File: config.mk
export PLATFORM = sky130hd
export DESIGN_NAME = regwp_gate
export DESIGN_NICKNAME = d
export VERILOG_FILES = /design/src/rtl/regwp_pkg.sv /design/src/rtl/regwp_decode.sv /design/src/rtl/regwp_unlock_fsm.sv /design/src/rtl/regwp_scratch.sv /design/src/rtl/regwp_gate.sv
export SDC_FILE = /design/constraint.sdc
export NUM_CORES = 1
export LEC_CHECK = 0
export BUFFER_PORTS_ARGS = -buffer_cell sky130_fd_sc_hd__buf_2
export CAP_MARGIN = 20
export CORE_ASPECT_RATIO = 2
export CORE_MARGIN = 2
export CORE_UTILIZATION = 25
export DETAILED_ROUTE_END_ITERATION = 12
export PLACE_DENSITY_LB_ADDON = 0.12
export SLEW_MARGIN = 20
export SYNTH_ARGS = -nofsm -noshare
export SYNTH_HDL_FRONTEND = slang
export SYNTH_SLANG_ARGS = --single-unit
File: constraint.sdc
create_clock -name clk -period 5.4 [get_ports clk]
set_input_delay 1.08 -clock clk [delete_from_list [all_inputs] [get_ports clk]]
set_output_delay 1.08 -clock clk [all_outputs]
set_load 0.005 [all_outputs]
File: src/rtl/regwp_pkg.sv
package regwp_pkg;

    localparam int ADDR_W    = 8;
    localparam int DATA_W    = 32;
    localparam int SCR_WORDS = 3;
    localparam int SCR_IDX_W = (SCR_WORDS > 1) ? $clog2(SCR_WORDS) : 1;

    localparam logic [ADDR_W-1:0] SCR_BASE   = 8'h60;
    localparam logic [ADDR_W-1:0] KICK0_OFF  = 8'h6C;
    localparam logic [ADDR_W-1:0] KICK1_OFF  = 8'h70;
    localparam logic [ADDR_W-1:0] STATUS_OFF = 8'h74;

    localparam logic [DATA_W-1:0] KEY0_DEF = 32'h83E7_0B13;
    localparam logic [DATA_W-1:0] KEY1_DEF = 32'h95A4_F1E0;

    typedef enum logic [1:0] {
        GATE_LOCKED = 2'd0,
        GATE_HALF   = 2'd1,
        GATE_OPEN   = 2'd2
    } gate_state_e;

    typedef struct packed {
        logic              valid;
        logic              write;
        logic [ADDR_W-1:0] addr;
        logic [DATA_W-1:0] wdata;
    } bus_req_t;

    typedef struct packed {
        logic                 kick0;
        logic                 kick1;
        logic                 status;
        logic                 scratch;
        logic [SCR_IDX_W-1:0] scr_idx;
    } addr_dec_t;

    function automatic addr_dec_t decode_addr(input logic [ADDR_W-1:0] a);
        addr_dec_t         d;
        logic [ADDR_W-1:0] off;
        d         = '0;
        off       = a - SCR_BASE;
        d.kick0   = (a == KICK0_OFF);
        d.kick1   = (a == KICK1_OFF);
        d.status  = (a == STATUS_OFF);
        d.scratch = (int'(a) >= int'(SCR_BASE)) &&
                    (int'(a) < int'(SCR_BASE) + SCR_WORDS * 4) &&
                    (a[1:0] == 2'b00);
        d.scr_idx = off[SCR_IDX_W+1:2];
        return d;
    endfunction

    function automatic logic [DATA_W-1:0] status_word(input gate_state_e s);
        return {{(DATA_W-2){1'b0}}, (s == GATE_HALF), (s == GATE_OPEN)};
    endfunction

endpackage

File: src/rtl/regwp_decode.sv
module regwp_decode
    import regwp_pkg::*;
(
    input  bus_req_t  req_i,
    input  logic      unlocked_i,
    output addr_dec_t dec_o,
    output logic      wr_any_o,
    output logic      ds_wr_o
);

    logic control_hit;

    always_comb begin
        dec_o       = decode_addr(req_i.addr);
        wr_any_o    = req_i.valid & req_i.write;
        control_hit = dec_o.kick0 | dec_o.kick1 | dec_o.status;
        ds_wr_o     = wr_any_o & unlocked_i & ~control_hit;
    end

endmodule

File: src/rtl/regwp_unlock_fsm.sv
module regwp_unlock_fsm
    import regwp_pkg::*;
#(
    parameter logic [DATA_W-1:0] KEY0 = KEY0_DEF,
    parameter logic [DATA_W-1:0] KEY1 = KEY1_DEF
) (
    input  logic              clk,
    input  logic              rst,
    input  logic              wr_any_i,
    input  addr_dec_t         dec_i,
    input  logic [DATA_W-1:0] wdata_i,
    output gate_state_e       state_o
);

    gate_state_e state_d;
    logic        wr_k0;
    logic        wr_k1;
    logic        wr_other;

    always_comb begin
        wr_k0    = wr_any_i & dec_i.kick0;
        wr_k1    = wr_any_i & dec_i.kick1;
        wr_other = wr_any_i & ~dec_i.kick0 & ~dec_i.kick1;
        state_d  = state_o;
        if (wr_k0) begin
            state_d = (wdata_i == KEY0) ? GATE_HALF : GATE_LOCKED;
        end else if (wr_k1) begin
            if ((wdata_i == KEY1) && (state_o != GATE_LOCKED))
                state_d = GATE_OPEN;
            else
                state_d = GATE_LOCKED;
        end else if (wr_other && (state_o == GATE_HALF)) begin
            state_d = GATE_LOCKED;
        end
    end

    always_ff @(posedge clk) begin
        if (rst) state_o <= GATE_LOCKED;
        else     state_o <= state_d;
    end

    p_open_from_half_r2: assert property (@(posedge clk) disable iff (rst)
        (state_o == GATE_OPEN && $past(state_o) != GATE_OPEN) |-> $past(state_o) == GATE_HALF);

    p_lone_key1_r5: assert property (@(posedge clk) disable iff (rst)
        (wr_k1 && state_o == GATE_LOCKED) |=> state_o == GATE_LOCKED);

    p_bad_key0_r6: assert property (@(posedge clk) disable iff (rst)
        (wr_k0 && wdata_i != KEY0) |=> state_o == GATE_LOCKED);

    p_bad_key1_r6: assert property (@(posedge clk) disable iff (rst)
        (wr_k1 && wdata_i != KEY1) |=> state_o == GATE_LOCKED);

    p_abort_r7: assert property (@(posedge clk) disable iff (rst)
        (wr_other && state_o == GATE_HALF) |=> state_o == GATE_LOCKED);

    p_key1_holds_open_r10: assert property (@(posedge clk) disable iff (rst)
        (wr_k1 && wdata_i == KEY1 && state_o == GATE_OPEN) |=> state_o == GATE_OPEN);

endmodule

File: src/rtl/regwp_scratch.sv
module regwp_scratch
    import regwp_pkg::*;
(
    input  logic                                clk,
    input  logic                                rst,
    input  logic                                wr_i,
    input  logic [SCR_IDX_W-1:0]                idx_i,
    input  logic [DATA_W-1:0]                   wdata_i,
    output logic [SCR_WORDS-1:0][DATA_W-1:0]    words_o
);

    for (genvar g = 0; g < SCR_WORDS; g++) begin : g_word
        always_ff @(posedge clk) begin
            if (rst)
                words_o[g] <= '0;
            else if (wr_i && (idx_i == SCR_IDX_W'(g)))
                words_o[g] <= wdata_i;
        end
    end

    p_write_lands_r4: assert property (@(posedge clk) disable iff (rst)
        (wr_i && int'(idx_i) < SCR_WORDS) |=> words_o[$past(idx_i)] == $past(wdata_i));

endmodule

File: src/rtl/regwp_gate.sv
module regwp_gate
    import regwp_pkg::*;
#(
    parameter logic [DATA_W-1:0] KEY0 = KEY0_DEF,
    parameter logic [DATA_W-1:0] KEY1 = KEY1_DEF
) (
    input  logic              clk,
    input  logic              rst,
    input  logic              bus_valid_i,
    input  logic              bus_write_i,
    input  logic [ADDR_W-1:0] bus_addr_i,
    input  logic [DATA_W-1:0] bus_wdata_i,
    output logic [DATA_W-1:0] bus_rdata_o,
    output logic              ds_wr_o,
    output logic [ADDR_W-1:0] ds_addr_o,
    output logic [DATA_W-1:0] ds_wdata_o,
    output logic              locked_o
);

    bus_req_t                         req;
    addr_dec_t                        dec;
    logic                             wr_any;
    gate_state_e                      state;
    logic [SCR_WORDS-1:0][DATA_W-1:0] scr_words;

    assign req = '{valid: bus_valid_i, write: bus_write_i,
                   addr: bus_addr_i, wdata: bus_wdata_i};

    regwp_decode u_decode (
        .req_i      (req),
        .unlocked_i (state == GATE_OPEN),
        .dec_o      (dec),
        .wr_any_o   (wr_any),
        .ds_wr_o    (ds_wr_o)
    );

    regwp_unlock_fsm #(.KEY0(KEY0), .KEY1(KEY1)) u_fsm (
        .clk      (clk),
        .rst      (rst),
        .wr_any_i (wr_any),
        .dec_i    (dec),
        .wdata_i  (bus_wdata_i),
        .state_o  (state)
    );

    regwp_scratch u_scratch (
        .clk     (clk),
        .rst     (rst),
        .wr_i    (ds_wr_o & dec.scratch),
        .idx_i   (dec.scr_idx),
        .wdata_i (bus_wdata_i),
        .words_o (scr_words)
    );

    assign ds_addr_o  = bus_addr_i;
    assign ds_wdata_o = bus_wdata_i;
    assign locked_o   = (state != GATE_OPEN);

    always_comb begin
        bus_rdata_o = '0;
        if (dec.scratch && int'(dec.scr_idx) < SCR_WORDS)
            bus_rdata_o = scr_words[dec.scr_idx];
        else if (dec.status)
            bus_rdata_o = status_word(state);
    end

    p_reset_locked_r1: assert property (@(posedge clk) disable iff (rst)
        $past(rst) |-> (locked_o && scr_words == '0));

    p_scr_hold_locked_r3: assert property (@(posedge clk) disable iff (rst)
        locked_o |=> $stable(scr_words));

    p_ctrl_no_strobe_r9: assert property (@(posedge clk) disable iff (rst)
        (bus_valid_i && bus_write_i &&
         (bus_addr_i == KICK0_OFF || bus_addr_i == KICK1_OFF || bus_addr_i == STATUS_OFF))
        |-> !ds_wr_o);

endmodule

==> results.cfg, run 1 <==
[synthesis]
synth_area_mm2 = 0.00499
post_synth_num_cell_types = 33
syn_area_per_cell_um2 = 8.64
seq_area_frac_synth_pct = 39.3
syn_inst = 578
yosysWarnings = 0
synth-seq-cells = 98
syn_nets = 622

[power_and_ir_drop]
p_total_mw = 1.51
p_leak_nw = 2.69
powerDensity_mw_per_mm2 = 261
vdd_drop_max_mv = 0.116

[clocking]
clkTransAtPathRegs_ns = 0.07
postCtsSetupBuffers = 0
cts_tree = done
cts_root_buffer = clkbuf_16
cts.sinks = 98
clk_latency_ns = 0.34
clockBufferDepth = 2
cts_made_buffers = 9
hold_buffers = 0
cts_htree_levels = 3
cts_resized = 0

[sta]
setup_viol_count_final = 0
fin_skew_ns = 0.00726
worstMarginPinSlew_ns = 0.971
slew_viol_final = 0
min_period_ns = 4.02
slew_headroom_pct = 35.3
rsz0062_at_grt = false
hold_viol = 0
fin_tns_setup_ns = 0
fmaxAchievable_mhz = 249
period_share_pct = 74.5

[placement]
placed_area_mm2 = 0.00548
post-place-cells = 886
gp_congestion = 0.746
dp_hpwl_um = 10500
port_buffers = 117

[routing]
drt_iter0_drc = 132
routed-via-count = 4141
ant_nets = 0
drt-total-wl_um = 14900
drcViolationCount = 0
drt_pass1_iterations = 4
vias_per_cell = 4.59
wl_per_cell_um = 16.5

[layout]
postLayoutCoreUtil_pct = 29.3
stdcell_area_mm2 = 0.00578
syn_to_final_growth_pct = 15.8
nets = 679
layout-drive-gt1-share_pct = 23.1
n_antenna_cell = 0
fin_cells = 902

[setup_path]
end_kind = primary output
cp_max_fo = 40
path_class = in -> out
reg2reg_depth = 5
cp.required_ns = 4.32
startpoint_type = input port
r2r_slack_ns = 2.80
r2r_end = u_scratch.words_o[36]
cp.arrival_ns = 2.94
reg2reg_from = u_fsm.state_o[1]

[die]
die_w_um = 104
start_util_pct = 25.3
core.rowCount = 73
dieArea_mm2 = 0.0212
ios = 118
coreArea_mm2 = 0.0197
die_y_um = 204

[min_path]
hp-class = reg -> reg
hold_end = u_scratch.words_o[2]
holdPathStages = 2
hp-start = u_scratch.words_o[2]

[grt]
grt_overflow = 0
grt_usage_pct = 14.3
antenna_found_initial = 0
grt_max_degree = 68
grt_pass1_vias = 4100
grt_first_pass_wirelength_um = 23300

[outcome]
run_status = finished clean

[run]
cap_violations = 0
## state kept, by name (all words and copies together) (netlist names)
name / count
u_fsm.state_o: 2
u_scratch.words_o: 96
## how the worst max path moves through the flow
stage                 endpoint  slack, ns  cells past startpoint     startpoint
6_report        bus_rdata_o[0]       1.38                      7  bus_addr_i[2]
2_1_floorplan  bus_rdata_o[21]       2.02                      6  bus_addr_i[3]
3_5_place_dp    bus_rdata_o[0]       1.39                      7  bus_addr_i[2]
3_3_place_gp    bus_rdata_o[0]       1.40                      7  bus_addr_i[2]
4_1_cts         bus_rdata_o[0]       1.39                      7  bus_addr_i[2]
5_1_grt         bus_rdata_o[0]       1.25                      7  bus_addr_i[2]
## area by class of cell
| type | instances | area [um^2] |
|---|---|---|
| clock inverters | 4 | 50.0 |
| well taps | 262 | 328 |
| inverters | 3 | 12.5 |
| repair buffers | 126 | 653 |
| clock buffers | 12 | 256 |
| flip-flops and latches | 98 | 1960 |
| multi-input cells | 397 | 2520 |
| fillers | 2224 | 13900 |
## critical path, cell delays in order
cell       delay (ns)
buf_2            0.73
nor2b_2          0.30
buf_4            0.30
a2bb2oi_1        0.13
o21a_1           0.18
nor2_1           0.08
buf_2            0.12
## layer usage
layer | up-vias | track usage [%] | share of wire, %
met2 | 109 | 25.4 | 51
met1 | 1999 | 17.0 | 43
met3 | 15 | 2.26 | 3.6
met4 | 0 | 5.55 | 2.4
li1 | 2018 | - | -
met5 | - | 0 | 0
## through the flow
| step | setup WS (ns) | hold WS [ns] |
|---|---|---|
| finish | 1.38 | 0.455 |
| global route | 1.25 | 0.472 |
| CTS | 1.39 | 0.458 |
| detailed placement | 1.39 | 0.446 |
| global placement | 1.40 | 0.442 |
| floorplan | 2.02 | 0.434 |
## cells in the mapped netlist (all sizes together)
library cell	number	share of area [%]
o21a	3	0.45
dfxtp	98	39
a21oi	31	3.1
nand2	130	9.8
a221o	1	0.20
or4	2	0.30
nor4b	3	0.83
o211a	1	0.20
nand3	4	0.40
or3	1	0.13
a2bb2oi	2	0.35
clkbuf	23	1.7
and4b	1	0.20
nor2b	4	0.50
or4b	1	0.20
nand4b	1	0.18
nand4	3	0.38
nor4	5	0.75
nor4bb	2	0.40
mux2i	128	26
nor2	67	5.0
nand3b	3	0.53
inv	3	0.23
o311a	1	0.20
buf	57	8.5
a41o	1	0.20
nand2b	2	0.25
## power by group
part	switching, mW	internal, mW
logic	0.0766	0.0371
clock network	0.288	0.384
registers	0.00000000000000606	0.722
total	0.365	1.14
## layout by cell type (no fill, tap or decap)
master / Yosys / layout
nand3b_2: 1 / 1
or3_1: 1 / 1
nor4bb_1: 2 / 2
clkbuf_16: 0 / 9
nand2_1: 130 / 130
or4_1: 2 / 1
dfxtp_1: 98 / 98
bufinv_16: 0 / 1
nand2b_1: 2 / 2
nor4_4: 0 / 1
inv_1: 3 / 2
clkinv_2: 0 / 2
buf_4: 43 / 9
and4b_1: 1 / 1
a2bb2oi_1: 2 / 2
buf_2: 4 / 117
nor2b_1: 4 / 3
nand4b_1: 1 / 1
or4b_2: 0 / 1
or4_2: 0 / 1
clkinvlp_4: 0 / 2
clkbuf_1: 23 / 1
nor2_1: 67 / 67
a221o_1: 1 / 1
mux2i_1: 128 / 128
clkbuf_8: 0 / 2
nand3b_1: 2 / 2
o21a_1: 3 / 3
o211a_1: 1 / 1
nand3_1: 4 / 4
a41o_1: 1 / 1
a21oi_1: 31 / 31
nor4b_4: 1 / 1
nand4_1: 3 / 3
nor4b_1: 2 / 2
nor4_1: 4 / 4
o311a_1: 1 / 1
nor2b_2: 0 / 1
## logic make-up after synthesis
| family | Yosys count | synth area share [%] |
|---|---|---|
| buffers and inverters | 83 | 10.5 |
| and+or+nand+nor | 229 | 19.8 |
| muxes | 128 | 25.7 |
| AOI/OAI and AO/OA | 40 | 4.71 |
| DFF | 98 | 39.3 |
Power figures use the tool's default switching activity.
==> run 2, diff against run 1 <==
clock period = 3.5 ns   (was 5.4 ns; I/O delays follow)
==> results.cfg, run 2 (synthesis results as in run 1) <==
[layout]
final_cell_mix = 130 x nand2_1, 128 x mux2i_1, 117 x buf_2
stdcell_area_mm2 = 0.00584
largest_reg_flops = 96
postLayoutCoreUtil_pct = 29.6
syn_to_final_growth_pct = 17.0
n_antenna_cell = 0
regMostFlops = u_scratch.words_o
layout-drive-gt1-share_pct = 23.4
nets = 682
largest_registers = u_scratch.words_o: 96 flops, u_fsm.state_o: 2 flops
final_common_cell = nand2_1

[sta]
rsz0062_at_grt = false
fin_ws_ns = 0.689
hold_viol = 0
fin_skew_ns = 0.00451
fin_tns_setup_ns = 0
slew_viol_final = 0
min_period_ns = 2.81
slew_headroom_pct = 53.3
whs_ns = 0.457
setup_viol_count_final = 0
fmaxAchievable_mhz = 356
period_share_pct = 80.3
worstMarginPinSlew_ns = 0.700

[power_and_ir_drop]
swShare_pct = 23.3
p_sw_mw = 0.541
p_leak_nw = 2.72
powerDensity_mw_per_mm2 = 398
vdd_drop_max_mv = 0.212
power_frac_comb_pct = 7.8
p_seq_share_pct = 47.9
power.share.clock_pct = 44.2
internal_power_mw = 1.78

[routing]
drt-total-wl_um = 15200
drt_pass1_iterations = 4
wl_per_cell_um = 16.8
vias_per_cell = 4.57
drcViolationCount = 0
ant_nets = 0
routed-via-count = 4127
drt_iter0_drc = 145

[placement]
gp_congestion = 0.739
port_buffers = 117
dpl_worst_slack_ns = 0.604
dp_hpwl_um = 10500
placed_area_mm2 = 0.00554

[setup_path]
crit_family = buffers and inverters
cp.arrival_ns = 2.11
cpPeakStageDelay_ns = 0.44
crit_top_cell = buf_2
path_cells = buf_2, nor2b_2, buf_4, a2bb2oi_1, o21a_1, nor2_1, buf_2
r2r_slack_ns = 1.33
startpoint_type = input port
path_class = in -> out
cp.required_ns = 2.80
end_kind = primary output
cp_max_fo = 34
path_buf_inv = 3
cp_slowest_cell = buf_4

[die]
die_y_um = 204
dieArea_mm2 = 0.0212
ios = 118
core.rowCount = 73
start_util_pct = 25.3
coreArea_mm2 = 0.0197
die_w_um = 104

[clocking]
clkTransAtPathRegs_ns = 0.06
cts_made_buffers = 9
cts_tree = done
cts_resized = 0
cts.sinks = 98
postCtsSetupBuffers = 0
cts_root_buffer = clkbuf_16
clockBufferDepth = 2
clk_latency_ns = 0.34
cts_htree_levels = 3
hold_buffers = 0

[grt]
grt_pass1_vias = 4142
antenna_found_initial = 0
grt_usage_pct = 14.6
grt_first_pass_wirelength_um = 23900
grt_max_degree = 55
grt_overflow = 0

[run]
cap_violations = 0

[outcome]
run_status = finished clean

[min_path]
hp-class = reg -> reg
[run 2: final cells by class]
| class | count | area, um^2 |
|---|---|---|
| clock buffer | 13 | 270 |
| clock inverter | 2 | 35.0 |
| fill | 2186 | 13900 |
| inverter | 3 | 12.5 |
| multi-input combinational | 397 | 2520 |
| sequential | 98 | 1960 |
| tap | 262 | 328 |
| timing repair buffer | 129 | 713 |
[run 2: stage by stage]
step | cells | power, mW
6_report | 904 | 2.33
5_1_grt | 904 | 2.41
3_5_place_dp | 889 | 1.33
2_1_floorplan | 578 | 1.25
4_1_cts | 904 | 2.37
3_3_place_gp | 889 | 1.33
[run 2: final timing paths]
| path | cells past startpoint | to | startpoint |
|---|---|---|---|
| max | 7 | bus_rdata_o[0] | bus_addr_i[3] |
| min | 2 | u_scratch.words_o[3] | u_scratch.words_o[3] |
| max reg2reg | 5 | u_scratch.words_o[75] | u_fsm.state_o[1] |
| min reg2reg | 2 | u_scratch.words_o[3] | u_scratch.words_o[3] |
[run 2: worst min-delay path, stage by stage (launching register included)]
cell     delay, ns
dfxtp_1       0.31
nand2_1       0.05
mux2i_1       0.05
[run 2: routing by layer]
| layer | vias up | track usage [%] | part of all wire (%) |
|---|---|---|---|
| li1 | 2025 | - | - |
| met1 | 2010 | 17.2 | 43 |
| met2 | 82 | 27.1 | 53 |
| met3 | 10 | 1.82 | 2.8 |
| met4 | 0 | 5.02 | 1.6 |
| met5 | - | 0 | 0 |
[run 2: power by group through the flow]
stage	registers (mW)	logic, mW	clock network [mW]
floorplan	1.14	0.111	0
global placement	1.14	0.187	0
detailed placement	1.14	0.188	0
CTS	1.11	0.188	1.06
global route	1.11	0.200	1.10
finish	1.11	0.182	1.03
